**src/rtl/mdio_pkg.sv**
```systemverilog
package mdio_pkg;

  localparam int RANGE_W = 3;
  localparam int DIV_W   = 6;

  typedef struct packed {
    logic load;    // latch a new frame and begin
    logic shift;   // advance to next bit at mdc fall
    logic sample;  // capture input bit at mdc rise
  } mdioStb_t;

  function automatic logic [DIV_W-1:0] mdcRatio(input logic [RANGE_W-1:0] code);
    case (code)
      3'd0:    mdcRatio = 6'd21;
      3'd1:    mdcRatio = 6'd31;
      3'd2:    mdcRatio = 6'd8;
      3'd3:    mdcRatio = 6'd13;
      3'd4:    mdcRatio = 6'd51;
      default: mdcRatio = 6'd62;
    endcase
  endfunction

endpackage

```
**src/rtl/mdio_ctrl.sv**
```systemverilog
module mdio_ctrl
  import mdio_pkg::*;
#(
  parameter int FRAME_LEN = 64,
  parameter int TA_IDX    = 46,
  parameter int DATA_IDX  = 48
) (
  input  logic               clk,
  input  logic               rstN,
  input  logic               startReq,
  input  logic [RANGE_W-1:0] rangeQ,
  input  logic               wrQ,
  output logic               busy,
  output logic               mdc,
  output logic               oe,
  output mdioStb_t           stb
);
  localparam int IDX_W = $clog2(FRAME_LEN);
  localparam logic [IDX_W-1:0] LAST_I = IDX_W'(FRAME_LEN - 1);
  localparam logic [IDX_W-1:0] TA_I   = IDX_W'(TA_IDX);
  localparam logic [IDX_W-1:0] DATA_I = IDX_W'(DATA_IDX);

  logic             busyQ, mdcQ;
  logic [DIV_W-1:0] cnt, ratio, lowLen;
  logic [IDX_W-1:0] bitIdx;
  logic             atRise, atEnd;

  always_comb begin
    ratio  = mdcRatio(rangeQ);
    lowLen = ratio - (ratio >> 1);
    atRise = (cnt == lowLen - DIV_W'(1));
    atEnd  = (cnt == ratio - DIV_W'(1));
    stb.load   = startReq && !busyQ;
    stb.shift  = busyQ && atEnd && (bitIdx != LAST_I);
    stb.sample = busyQ && atRise && !wrQ && (bitIdx >= DATA_I);
  end

  always_ff @(posedge clk) begin
    if (!rstN) begin
      busyQ  <= 1'b0;
      mdcQ   <= 1'b0;
      cnt    <= '0;
      bitIdx <= '0;
    end else if (stb.load) begin
      busyQ  <= 1'b1;
      mdcQ   <= 1'b0;
      cnt    <= '0;
      bitIdx <= '0;
    end else if (busyQ) begin
      if (atEnd) begin
        cnt  <= '0;
        mdcQ <= 1'b0;
        if (bitIdx == LAST_I) busyQ <= 1'b0;
        else                  bitIdx <= bitIdx + IDX_W'(1);
      end else begin
        cnt <= cnt + DIV_W'(1);
        if (atRise) mdcQ <= 1'b1;
      end
    end
  end

  assign busy = busyQ;
  assign mdc  = mdcQ;
  assign oe   = busyQ && (wrQ || (bitIdx < TA_I));

endmodule

```
**src/rtl/mdio_dp.sv**
```systemverilog
module mdio_dp
  import mdio_pkg::*;
#(
  parameter int ADDR_W    = 5,
  parameter int DATA_W    = 16,
  parameter int PRE_LEN   = 32,
  parameter int FRAME_LEN = 64
) (
  input  logic               clk,
  input  logic               rstN,
  input  mdioStb_t           stb,
  input  logic               busy,
  input  logic               cmdWrEn,
  input  logic               cmdWrite,
  input  logic [RANGE_W-1:0] cmdRange,
  input  logic [ADDR_W-1:0]  cmdPhy,
  input  logic [ADDR_W-1:0]  cmdReg,
  input  logic               dataWrEn,
  input  logic [DATA_W-1:0]  dataWrVal,
  input  logic               mdioIn,
  output logic [RANGE_W-1:0] rangeQ,
  output logic               wrQ,
  output logic               mdioOut,
  output logic [DATA_W-1:0]  dataQ
);
  logic [FRAME_LEN-1:0] txSh, frameInit;
  logic [1:0]           opc, ta;
  logic [DATA_W-1:0]    payload;

  always_comb begin
    opc       = cmdWrite ? 2'b01 : 2'b10;
    ta        = cmdWrite ? 2'b10 : 2'b00;
    payload   = cmdWrite ? dataQ : '0;
    frameInit = {{PRE_LEN{1'b1}}, 2'b01, opc, cmdPhy, cmdReg, ta, payload};
  end

  always_ff @(posedge clk) begin
    if (!rstN) begin
      rangeQ <= '0;
      wrQ    <= 1'b0;
      txSh   <= '0;
      dataQ  <= '0;
    end else begin
      if (cmdWrEn && !busy) begin
        rangeQ <= cmdRange;
        wrQ    <= cmdWrite;
      end
      if (stb.load)       txSh <= frameInit;
      else if (stb.shift) txSh <= {txSh[FRAME_LEN-2:0], 1'b0};
      if (dataWrEn && !busy) dataQ <= dataWrVal;
      else if (stb.sample)   dataQ <= {dataQ[DATA_W-2:0], mdioIn};
    end
  end

  assign mdioOut = busy && txSh[FRAME_LEN-1];

endmodule

```
**src/rtl/mdio_master.sv**
```systemverilog
module mdio_master
  import mdio_pkg::*;
#(
  parameter int ADDR_W  = 5,
  parameter int DATA_W  = 16,
  parameter int PRE_LEN = 32
) (
  input  logic               clk,
  input  logic               rstN,
  input  logic               cmdWrEn,
  input  logic               cmdStart,
  input  logic               cmdWrite,
  input  logic [RANGE_W-1:0] cmdRange,
  input  logic [ADDR_W-1:0]  cmdPhy,
  input  logic [ADDR_W-1:0]  cmdReg,
  input  logic               dataWrEn,
  input  logic [DATA_W-1:0]  dataWrVal,
  output logic [DATA_W-1:0]  dataRd,
  output logic               busy,
  output logic               mdc,
  output logic               mdioOut,
  output logic               mdioOe,
  input  logic               mdioIn
);
  localparam int TA_IDX    = PRE_LEN + 4 + 2 * ADDR_W;
  localparam int DATA_IDX  = TA_IDX + 2;
  localparam int FRAME_LEN = DATA_IDX + DATA_W;

  mdioStb_t           stb;
  logic [RANGE_W-1:0] rangeQ;
  logic               wrQ;

  mdio_ctrl #(
    .FRAME_LEN(FRAME_LEN), .TA_IDX(TA_IDX), .DATA_IDX(DATA_IDX)
  ) i_ctrl (
    .clk(clk), .rstN(rstN), .startReq(cmdWrEn && cmdStart),
    .rangeQ(rangeQ), .wrQ(wrQ), .busy(busy), .mdc(mdc), .oe(mdioOe), .stb(stb)
  );

  mdio_dp #(
    .ADDR_W(ADDR_W), .DATA_W(DATA_W), .PRE_LEN(PRE_LEN), .FRAME_LEN(FRAME_LEN)
  ) i_dp (
    .clk(clk), .rstN(rstN), .stb(stb), .busy(busy),
    .cmdWrEn(cmdWrEn), .cmdWrite(cmdWrite), .cmdRange(cmdRange),
    .cmdPhy(cmdPhy), .cmdReg(cmdReg), .dataWrEn(dataWrEn), .dataWrVal(dataWrVal),
    .mdioIn(mdioIn), .rangeQ(rangeQ), .wrQ(wrQ), .mdioOut(mdioOut), .dataQ(dataRd)
  );

endmodule

```
**config.mk**
```make
export PLATFORM = sky130hd
export DESIGN_NAME = mdio_master
export DESIGN_NICKNAME = d
export VERILOG_FILES = /design/src/rtl/mdio_pkg.sv /design/src/rtl/mdio_ctrl.sv /design/src/rtl/mdio_dp.sv /design/src/rtl/mdio_master.sv
export SDC_FILE = /design/constraint.sdc
export NUM_CORES = 1
export LEC_CHECK = 0
export ABC_AREA = 1
export BUFFER_PORTS_ARGS = -buffer_cell sky130_fd_sc_hd__buf_2
export CAP_MARGIN = 20
export CORE_ASPECT_RATIO = 1.75
export CORE_MARGIN = 1.5
export CORE_UTILIZATION = 47
export DETAILED_ROUTE_END_ITERATION = 10
export PLACE_DENSITY = 0.69
export RECOVER_POWER = 50
export SLEW_MARGIN = 0
export SYNTH_ARGS = -nofsm -noshare
export SYNTH_HDL_FRONTEND = slang
export SYNTH_SLANG_ARGS = --single-unit
```
**constraint.sdc**
```tcl
create_clock -name clk -period 5.97 [get_ports clk]
set_input_delay 0.2985 -clock clk [delete_from_list [all_inputs] [get_ports clk]]
set_output_delay 0.2985 -clock clk [all_outputs]
set_load 0.02 [all_outputs]
```
==> metrics.md <==
| Metric | Value |
|---|---|
| Status | finished, final reports clean |
| Synth Area per Inst | between 6 and 7 um^2 |
| Fillcell total | 1013 |
| Layout cells sized above 1 | 0.106 |
| Post-CTS resize count | 0 |
| Vias in the first global route | a little under 4000 |
| Slowest cell on the critical path | nand2_4 |
| Antenna violations before repair | 0 |
| TritonCTS clock tree | built |
| Synth Register Bits | 98 |
| Post-layout util | 0.532 |
| Internal power | between 0.001 and 0.0015 W |
| DR pass1 iterations | 5 |
| Ant diodes | 0 |
| Switch share | 0.266 |
| Buf+Inv Stages, Crit Path | 2 |
| Worst Path Required | between 6000 and 7000 ps |
| Clk_skew | about 8.2 ps |
| Worst IR Drop VDD | 200 uV |
| Htree depth | 3 |
| Hold_buf cts | 0 |
| Setup WS pre-CTS | between 2000 and 2500 ps |
| Max stage delay on crit path | 720 ps |
| Fin nets | 761 |
| Port bufs | between 50 and 60 |
| TritonCTS buffer count | 9 |
| Register share of total power | 0.475 |
| CORE AREA | just under 0.01 mm^2 |
| Vias | 4290 |
| Post-route setup TNS | 0 ps |
| Max Slew Vio Count | 0 |
| Ports | 56 |
| Synthesized net count | ~730 |
| Antenna-violating nets left | 0 |
| Routability cong. | between 0.9 and 1 |
| Critical path class | reg -> reg |
| Initial Util | 0.480 |
| Post-synth EDFFs | 0 |
| Clock Path Buffers | 2 |
| RSZ-0062 raised after global routing | false |
| Area after DPL | 0.00496 mm^2 |
| Area share of the leading cell type in the synthesized netlist | 0.418 |
| LEAKAGE | ~2.3 nW |
| Crit path DAT | around 3700 ps |
| Combinational share of power | 0.132 |
| Share of total power in the clock network | 0.394 |
| # Max-Cap Violations | 0 |
| Num rows | 48 |
| Power density cells | ~290 mW/mm^2 |
| Post-synthesis cell area | about 0.0047 mm^2 |
| Die Ht | around 140 um |
| CP top delay family | simple AND/OR/NAND/NOR gates |
| Hold WC Path Type | in -> reg |
| Post-DR vias/cell | 5.04 |
| Tcrit/Tclk final | 0.591 |
| Fin. Hold Viols | 0 |
| Worst-path maximum fanout | 55 |
| Worst rel slew slack | 0.369 |
| Worst slew pin tran | between 900 and 1000 ps |
| DR WL/cell | approximately 13 um |
| # setup viols final | 0 |
| Post-CTS Setup Repair Bufs | 0 |
| Most common cell in the netlist | nand2_1 |
| Cells taking the most area after synthesis | dfxtp_1 42%, nand2_1 12%, nor2_1 9.1% |
| Clock slew seen by the registers of the worst setup and hold paths | roughly 70 ps |
| Most used cell, CP | nand2_1 |
| Clk root buf | clkbuf_16 |
| Area delta synth->final | 11.0% |
| Gate Count Post-Synth | ~690 |
| Synth warnings | 0 |
| Die Wd | approximately 79 um |
| Worst-Skew Late Latency | 340 ps |
| Psw | a little over 0.0004 W |
| Async set or reset register ratio after synthesis | 0 |
| Max Freq | roughly 280 MHz |
| Crit end category | flop |
| Cell taking the most area after synthesis | dfxtp_1 |
| Worst reg2reg setup slack | 2440 ps |
| Main synth FF type | dfxtp_1 |
| Post-Route WL | 10900 um |
| First-pass GRT wire length | 18100 um |
| Post-synth cell types | 35 |
| DRC errors left | 0 |
| Largest net degree at the start of global routing | 74 |
| Seq/Total Area, Yosys | 0.418 |
| Post-route cell area | about 0.0052 mm^2 |
| CP cell instances | nand2_1 -> nand2_1 -> inv_1 -> ha_1 -> xnor2_1 -> nand3_1 -> nor2_1 -> nand4_4 -> nand2_4 -> inv_2 -> nand2_1 -> a21oi_1 |
| GRT Resource Usage Total | 0.215 |
| Die area | between 0.01 and 0.015 mm^2 |
| Clk sink count | 98 |
| Grt total ovfl | 0 |
| Tmin final | 3530 ps |
| Initial DRC count | 262 |
| Critical Path Source Type | flop |
| Synth top cells by count | 154 x nand2_1, 114 x nor2_1, 98 x dfxtp_1, 77 x inv_1, 54 x nand3_1 |
| Fin worst setup slack | approximately 2400 ps |
| Dpl hpwl | about 7500 um |
-- layout make-up --
type,instances,area (um^2),share of cell area
flip-flops and latches,98,1960,0.376
multi-input cells,472,2200,0.422
inverters,83,314,0.0602
well taps,125,156,0.0300
clock buffers,11,253,0.0485
clock inverters,5,61.3,0.0118
repair buffers,57,265,0.0509
-- power groups by stage --
stage	clock, W	combinational, W	sequential (W)
finish	0.000596	0.000199	0.000720
floorplan	0	0.000155	0.000734
detailed placement	0	0.000204	0.000734
global placement	0	0.000199	0.000732
global route	0.000635	0.000227	0.000724
CTS	0.000609	0.000205	0.000719
-- kinds of logic (layout without fill, tap and decap cells) --
logic type / after synthesis / count (layout) / share of synthesized area
AND/OR/NAND/NOR: 360 / 360 / 0.333
adder cells (fa/ha/maj): 4 / 4 / 0.0107
flip-flops: 98 / 98 / 0.418
XOR/XNOR: 9 / 9 / 0.0168
multiplexers: 1 / 1 / 0.00213
AO/OA/AOI/OAI: 98 / 98 / 0.113
buffers and inverters: 116 / 156 / 0.107
-- flip-flops by register name, indices dropped and copies added (netlist names) --
register       count
i_dp.txSh         64
i_dp.dataQ        16
i_ctrl.bitIdx      6
i_ctrl.cnt         6
i_dp.rangeQ        3
i_ctrl.busy        1
i_ctrl.mdc         1
i_dp.wrQ           1
-- per-layer routing --
metal  wire length (um)  vias up  GRT usage
met5                  0        -          0
met4                367        0      0.110
met3                315       27     0.0337
met2               5770       76      0.394
met1               4470     1944      0.234
li1                   -     2243          -
-- placed cells by master, fill, tap and decap left out, types with 3 or more instances in the layout --
cell type,n
a21oi_1,31
a21oi_2,3
buf_2,35
clkbuf_1,20
clkbuf_16,9
clkinvlp_4,3
dfxtp_1,98
ha_1,4
inv_1,77
inv_2,3
nand2_1,156
nand2_2,6
nand2_4,3
nand3_1,54
nand4_1,14
nor2_1,116
nor2_2,4
nor3_1,3
o21ai_0,48
o22ai_1,12
xor2_1,7
-- worst reg2reg max path, delay by kind of cell (launching register included) --
| family | cells | cell delay, ps |
|---|---|---|
| AO/OA/AOI/OAI | 1 | 60 |
| XOR/XNOR | 1 | 190 |
| flip-flops | 1 | 530 |
| buffers and inverters | 2 | 340 |
| adder cells (fa/ha/maj) | 1 | 330 |
| AND/OR/NAND/NOR | 7 | 1940 |
-- worst paths after layout --
check / end / from / cells past startpoint
worst max register to register: i_dp.txSh[0]$_SDFFE_PN0P_ / i_dp.rangeQ[2]$_SDFFE_PN0P_ / 12
worst min-delay path: i_dp.txSh[22]$_SDFFE_PN0P_ / cmdReg[4] / 5
worst min register to register: i_dp.txSh[13]$_SDFFE_PN0P_ / i_dp.txSh[13]$_SDFFE_PN0P_ / 2
worst max-delay path: i_dp.txSh[0]$_SDFFE_PN0P_ / i_dp.rangeQ[2]$_SDFFE_PN0P_ / 12
-- stage by stage --
step | total power (W) | hold slack (ps) | cells
after global routing | 0.00159 | 251 | 851
after floorplan | 0.000889 | 426 | 686
after CTS | 0.00153 | 237 | 851
final | 0.00152 | 247 | 851
after detailed placement | 0.000937 | 445 | 835
after global placement | 0.000931 | 435 | 835
No activity file was read; power rests on OpenSTA's default activity.
